$ cat src/rtl/bxb_pkg.sv
package bxb_pkg;
  typedef enum logic [1:0] {
    PH_ARRIVE  = 2'd0,
    PH_SCHED_A = 2'd1,
    PH_SCHED_B = 2'd2
  } phase_e;
endpackage

$ cat src/rtl/bxb_rr_arb.sv
module bxb_rr_arb #(
  parameter int N = 4,
  localparam int IW = $clog2(N)
) (
  input  logic          clk,
  input  logic          rst_n,
  input  logic [N-1:0]  req,
  input  logic          advance,
  output logic [N-1:0]  gnt,
  output logic [IW-1:0] gnt_idx
);
  logic [IW-1:0] ptr;
  logic          found;

  always_comb begin
    logic [IW-1:0] idx;
    gnt     = '0;
    gnt_idx = '0;
    found   = 1'b0;
    for (int k = 0; k < N; k++) begin
      idx = IW'((32'(ptr) + 32'(k)) % N);
      if (!found && req[idx]) begin
        found        = 1'b1;
        gnt[idx]     = 1'b1;
        gnt_idx      = idx;
      end
    end
  end

  always_ff @(posedge clk) begin
    if (!rst_n) begin
      ptr <= '0;
    end else if (advance && found) begin
      ptr <= (gnt_idx == IW'(N-1)) ? '0 : gnt_idx + 1'b1;
    end
  end
endmodule

$ cat src/rtl/bxb_voq_bank.sv
module bxb_voq_bank #(
  parameter int N     = 4,
  parameter int DEPTH = 8,
  parameter int TAG_W = 8,
  localparam int IW = $clog2(N),
  localparam int AW = $clog2(DEPTH)
) (
  input  logic             clk,
  input  logic             rst_n,
  input  logic             push,
  input  logic [IW-1:0]    push_dest,
  input  logic [TAG_W-1:0] push_tag,
  input  logic [N-1:0]     pop,
  output logic [N-1:0]     not_empty,
  output logic [N-1:0]     is_full,
  output logic [N*TAG_W-1:0] head_tag
);
  function automatic logic [AW-1:0] bump(input logic [AW-1:0] p);
    return (p == AW'(DEPTH-1)) ? '0 : p + 1'b1;
  endfunction

  for (genvar j = 0; j < N; j++) begin : g_q
    logic [TAG_W-1:0] mem [DEPTH];
    logic [AW-1:0]    rp, wp;
    logic [AW:0]      cnt;
    logic             wr;

    assign wr = push && (push_dest == IW'(j)) && !is_full[j];

    always_ff @(posedge clk) begin
      if (!rst_n) begin
        rp  <= '0;
        wp  <= '0;
        cnt <= '0;
      end else begin
        if (wr)     wp <= bump(wp);
        if (pop[j]) rp <= bump(rp);
        cnt <= cnt + {{AW{1'b0}}, wr} - {{AW{1'b0}}, pop[j]};
      end
    end

    always_ff @(posedge clk) begin
      if (wr) mem[wp] <= push_tag;
    end

    assign not_empty[j]              = (cnt != '0);
    assign is_full[j]                = (cnt == (AW+1)'(DEPTH));
    assign head_tag[j*TAG_W +: TAG_W] = mem[rp];
  end
endmodule

$ cat src/rtl/bxb_sched.sv
module bxb_sched
  import bxb_pkg::*;
#(
  parameter int N         = 4,
  parameter int VOQ_DEPTH = 8,
  parameter int TAG_W     = 8,
  localparam int IW = $clog2(N)
) (
  input  logic               clk,
  input  logic               rst_n,
  input  logic [N-1:0]       in_valid,
  input  logic [N*IW-1:0]    in_dest,
  input  logic [N*TAG_W-1:0] in_tag,
  output logic               in_ready,
  output logic [N-1:0]       in_drop,
  output logic [N-1:0]       out_valid,
  output logic [N*IW-1:0]    out_src,
  output logic [N*TAG_W-1:0] out_tag
);
  phase_e phase;
  logic   sched;

  always_ff @(posedge clk) begin
    if (!rst_n) begin
      phase <= PH_ARRIVE;
    end else begin
      case (phase)
        PH_ARRIVE:  phase <= PH_SCHED_A;
        PH_SCHED_A: phase <= PH_SCHED_B;
        default:    phase <= PH_ARRIVE;
      endcase
    end
  end

  assign in_ready = (phase == PH_ARRIVE);
  assign sched    = !in_ready;

  // row-indexed state: [input][output]
  logic [N-1:0]       voq_ne   [N];
  logic [N-1:0]       voq_full [N];
  logic [N*TAG_W-1:0] voq_head [N];
  logic [N-1:0]       in_gnt   [N];
  logic [N-1:0]       xp_full  [N];
  logic [TAG_W-1:0]   xp_tag   [N][N];
  // column-indexed: [output][input]
  logic [N-1:0]       out_gnt  [N];
  logic [IW-1:0]      out_idx  [N];

  // flat views for the checker, bit i*N+j = input i, output j
  logic [N*N-1:0] in_gnt_flat, xp_flat, out_gnt_flat;

  for (genvar i = 0; i < N; i++) begin : g_in
    logic [IW-1:0] dest;
    logic [N-1:0]  req;
    logic [IW-1:0] unused_idx;

    assign dest = in_dest[i*IW +: IW];
    assign req  = sched ? (voq_ne[i] & ~xp_full[i]) : '0;

    bxb_voq_bank #(.N(N), .DEPTH(VOQ_DEPTH), .TAG_W(TAG_W)) u_voq (
      .clk       (clk),
      .rst_n     (rst_n),
      .push      (in_valid[i] & in_ready),
      .push_dest (dest),
      .push_tag  (in_tag[i*TAG_W +: TAG_W]),
      .pop       (in_gnt[i]),
      .not_empty (voq_ne[i]),
      .is_full   (voq_full[i]),
      .head_tag  (voq_head[i])
    );

    bxb_rr_arb #(.N(N)) u_iarb (
      .clk     (clk),
      .rst_n   (rst_n),
      .req     (req),
      .advance (sched),
      .gnt     (in_gnt[i]),
      .gnt_idx (unused_idx)
    );

    always_ff @(posedge clk) begin
      if (!rst_n) in_drop[i] <= 1'b0;
      else        in_drop[i] <= in_valid[i] & in_ready & voq_full[i][dest];
    end

    for (genvar j = 0; j < N; j++) begin : g_xp
      always_ff @(posedge clk) begin
        if (!rst_n) begin
          xp_full[i][j] <= 1'b0;
        end else begin
          xp_full[i][j] <= (xp_full[i][j] | in_gnt[i][j]) & ~out_gnt[j][i];
        end
      end
      always_ff @(posedge clk) begin
        if (in_gnt[i][j]) xp_tag[i][j] <= voq_head[i][j*TAG_W +: TAG_W];
      end
      assign in_gnt_flat[i*N+j]  = in_gnt[i][j];
      assign xp_flat[i*N+j]      = xp_full[i][j];
      assign out_gnt_flat[i*N+j] = out_gnt[j][i];
    end
  end

  for (genvar j = 0; j < N; j++) begin : g_out
    logic [N-1:0]     col_req;
    logic [TAG_W-1:0] sel_tag;

    for (genvar i = 0; i < N; i++) begin : g_col
      assign col_req[i] = sched & (xp_full[i][j] | in_gnt[i][j]);
    end

    bxb_rr_arb #(.N(N)) u_oarb (
      .clk     (clk),
      .rst_n   (rst_n),
      .req     (col_req),
      .advance (sched),
      .gnt     (out_gnt[j]),
      .gnt_idx (out_idx[j])
    );

    // a cell written this phase bypasses the crosspoint register
    assign sel_tag = in_gnt[out_idx[j]][j] ? voq_head[out_idx[j]][j*TAG_W +: TAG_W]
                                           : xp_tag[out_idx[j]][j];

    always_ff @(posedge clk) begin
      if (!rst_n) begin
        out_valid[j]               <= 1'b0;
        out_src[j*IW +: IW]        <= '0;
        out_tag[j*TAG_W +: TAG_W]  <= '0;
      end else begin
        out_valid[j]               <= |out_gnt[j];
        out_src[j*IW +: IW]        <= out_idx[j];
        out_tag[j*TAG_W +: TAG_W]  <= sel_tag;
      end
    end
  end
endmodule

$ cat config.mk
export PLATFORM = sky130hd
export DESIGN_NAME = bxb_sched
export DESIGN_NICKNAME = d
export VERILOG_FILES = /design/src/rtl/bxb_pkg.sv /design/src/rtl/bxb_rr_arb.sv /design/src/rtl/bxb_voq_bank.sv /design/src/rtl/bxb_sched.sv
export SDC_FILE = /design/constraint.sdc
export NUM_CORES = 2
export LEC_CHECK = 0
export ABC_AREA = 0
export BUFFER_PORTS_ARGS = -buffer_cell sky130_fd_sc_hd__buf_4
export CORE_UTILIZATION = 40
export CTS_BUF_LIST = sky130_fd_sc_hd__clkbuf_8
export DETAILED_ROUTE_END_ITERATION = 10
export MAX_ROUTING_LAYER = met4
export PLACE_DENSITY = 0.52
export SYNTH_ARGS = -nofsm -noshare
export SYNTH_HDL_FRONTEND = slang
export SYNTH_HIERARCHICAL = 1
export SYNTH_SLANG_ARGS = --single-unit
$ cat constraint.sdc
create_clock -name clk -period 14.2 [get_ports clk]
set_clock_uncertainty 0.15 [all_clocks]
set_input_delay 2.84 -clock clk [delete_from_list [all_inputs] [get_ports clk]]
set_output_delay 2.84 -clock clk [all_outputs]
set_load 0.01 [all_outputs]
==> impl_metrics.csv <==
group,metric,value,unit
run_status,status,"completed",
synthesis,syn_inst,3632,
drt,vias,33188,
worst_setup_path,rr_startpoint,"phase[0]",
global_routing,grt_pass1_vias,32695,
drt,antenna_left,0,
flow_run,cap_viol_max_count,0,
timing,worstMarginPinSlew,1.17,ns
place,place.gp.congestion,0.800,
floorplan,die_area,160000,um2
synthesis,syn-num-nets,3894,
timing,post-route-period-util,45.6,%
timing,finalMaxSlewViolations,0,
min_path,hold_depth,2,
layout,final_nets,4169,
layout,final_common_cell,"edfxtp_1",
worst_setup_path,timing.rr.end,"out_tag[29]",
pwr,irDropWorstVdd,0.000119,V
drt,routed_wl,150,mm
min_path,hold_path.class,"flop to flop",
floorplan,core,157000,um2
synthesis,synth_area_per_cell,17.5,um2
clocking,clock_path_buffers,3,
drt,drt_first_pass_iters,5,
place,dp_hpwl,99.3,mm
timing,rsz0062_at_grt,"false",
global_routing,grt_max_degree,83,
clocking,cts-hold-fix-buffers,0,
layout,drive_gt1_share,21.7,%
global_routing,gr-total-overflow,0,
clocking,cts_resized,0,
timing,fin_crit,6.47,ns
timing,timing.fmax,0.154,GHz
pwr,p_per_area,191,nW/um2
min_path,hold_path.startpoint,"g_in[3].u_voq/g_q[3].rp[2]",
worst_setup_path,reg2reg_slack,7.73,ns
timing,finalSetupViolations,0,
worst_setup_path,cpPeakStageDelay,0.93,ns
drt,avgRoutedWirePerCell,24.2,um
layout,final_cell_mix,"edfxtp_1 (1152), dfxtp_1 (290), clkbuf_8 (281)",
timing,finalHoldViolCount,0,
floorplan,fp.dieH,401,um
clocking,clkTransAtPathRegs,0.06,ns
timing,setup-tns-final,0,ns
worst_setup_path,path_cells,"nor2_4 -> buf_4 -> nor3b_1 -> or3b_2 -> a21oi_1 -> a21o_1 -> a22oi_1 -> o21ai_2 -> buf_4 -> nor2_1 -> nor2_1 -> mux4_1 -> o21ai_1 -> nand2_1 -> mux4_2 -> mux2i_1 -> nor2b_1",
global_routing,grt_pass1_wl,219,mm
synthesis,syn_area,63600,um2
clocking,cts.htree.levels,4,
clocking,post_cts.repair.setup_buffers,0,
clocking,root_buffer,"clkbuf_8",
global_routing,antenna_found_initial,20,
drt,dr.first_iter.drc_count,2209,
floorplan,die_w,401,um
worst_setup_path,worst-setup-path-type,"flop to flop",
floorplan,boundaryPins,95,
worst_setup_path,arrival,7.15,ns
worst_setup_path,crit_slowest_cell,"nor3b_1",
place,place_area,66600,um2
place,numPortBuffers,94,
clocking,cts_tree,"done",
floorplan,initial_core_util,40.5,%
layout,area_growth,13.0,%
drt,drc,0,
synthesis,synth_warnings,6,
global_routing,grt_usage,19.1,%
worst_setup_path,end_kind,"flop",
worst_setup_path,cp_max_fo,39,
worst_setup_path,crit_required,14.88,ns
clocking,cts_buffers,238,
worst_setup_path,startpoint_type,"flop",
floorplan,placement_rows,145,
clocking,clock_latency,0.95,ns
pwr,leakage,25.1,nW
drt,viasPerCell,5.36,
timing,slew_headroom,21.9,%
clocking,clock-sinks,1442,
worst_setup_path,rr_worst_depth,17,
layout,final_design_area_no_fill,71800,um2
## worst max-delay path: cells and delay by family (launching register included)
kind / cells / cell delay (ns)
simple gates: 7 / 2.82
mux: 3 / 1.60
compound gates: 5 / 0.78
buf+inv: 2 / 0.59
flops: 1 / 0.37
## power breakdown
group / leakage (nW) / total, mW / switching [mW] / internal [mW]
Clock: 2.90 / 3.84 / 1.74 / 2.10
Sequential: 12.8 / 5.45 / 0.393 / 5.06
Combinational: 9.44 / 4.45 / 2.39 / 2.06
Total: 25.1 / 13.7 / 4.53 / 9.21
## routing by layer
metal  vias to the layer above  wire length (um)  GRT usage [%]
met4                         0              2890           4.85
met3                       197              7680           3.56
met2                       758             72600           30.4
met1                     17028             66800           25.4
met5                         -                 0              -
li1                      15205                 -              -
## registers in the layout, indices dropped and copies added, names as in the netlist, named ones only
register,flops
g_in.u_iarb/ptr,4
g_in.u_voq/g_q.cnt,64
g_in.u_voq/g_q.mem,1024
xp_full,16
out_src,8
xp_tag,128
g_out.u_oarb/ptr,4
in_drop,4
g_in.u_voq/g_q.rp,48
g_in.u_voq/g_q.wp,48
out_valid,4
out_tag,32
phase,2
## through the flow
step	power (mW)	cells	setup WS [ns]	hold slack, ns	utilization, %
after floorplan	8.80	3632	8.40	0.321	-
final	13.7	6188	7.73	0.385	45.7
after detailed placement	10.0	5725	7.68	0.388	42.4
after CTS	13.9	6182	7.63	0.378	45.7
after global routing	14.5	6184	7.07	0.413	45.7
after global placement	10.0	5725	7.89	0.372	42.4
## cell type report
type                            instances  area [um2]
Fill cell                           13539       85100
Sequential cell                      1442       40400
Multi-Input combinational cell       1856       21400
Clock buffer                          281        3870
Tap cell                             2058        2570
Timing Repair Buffer                  226        1700
Clock inverter                        176        1290
Inverter                              143         537
Antenna cell                            6        15.0
## how the worst max path moves through the flow
| stage | start | end | slack, ns | depth (start not counted) |
|---|---|---|---|---|
| final | phase[0] | out_tag[29] | 7.73 | 17 |
| after global routing | phase[0] | out_tag[29] | 7.07 | 17 |
| after CTS | phase[0] | out_tag[28] | 7.63 | 17 |
| after detailed placement | phase[0] | out_tag[28] | 7.68 | 17 |
| after global placement | phase[0] | out_tag[30] | 7.89 | 17 |
| after floorplan | phase[0] | out_tag[14] | 8.40 | 21 |
Power figures use the tool's default switching activity.
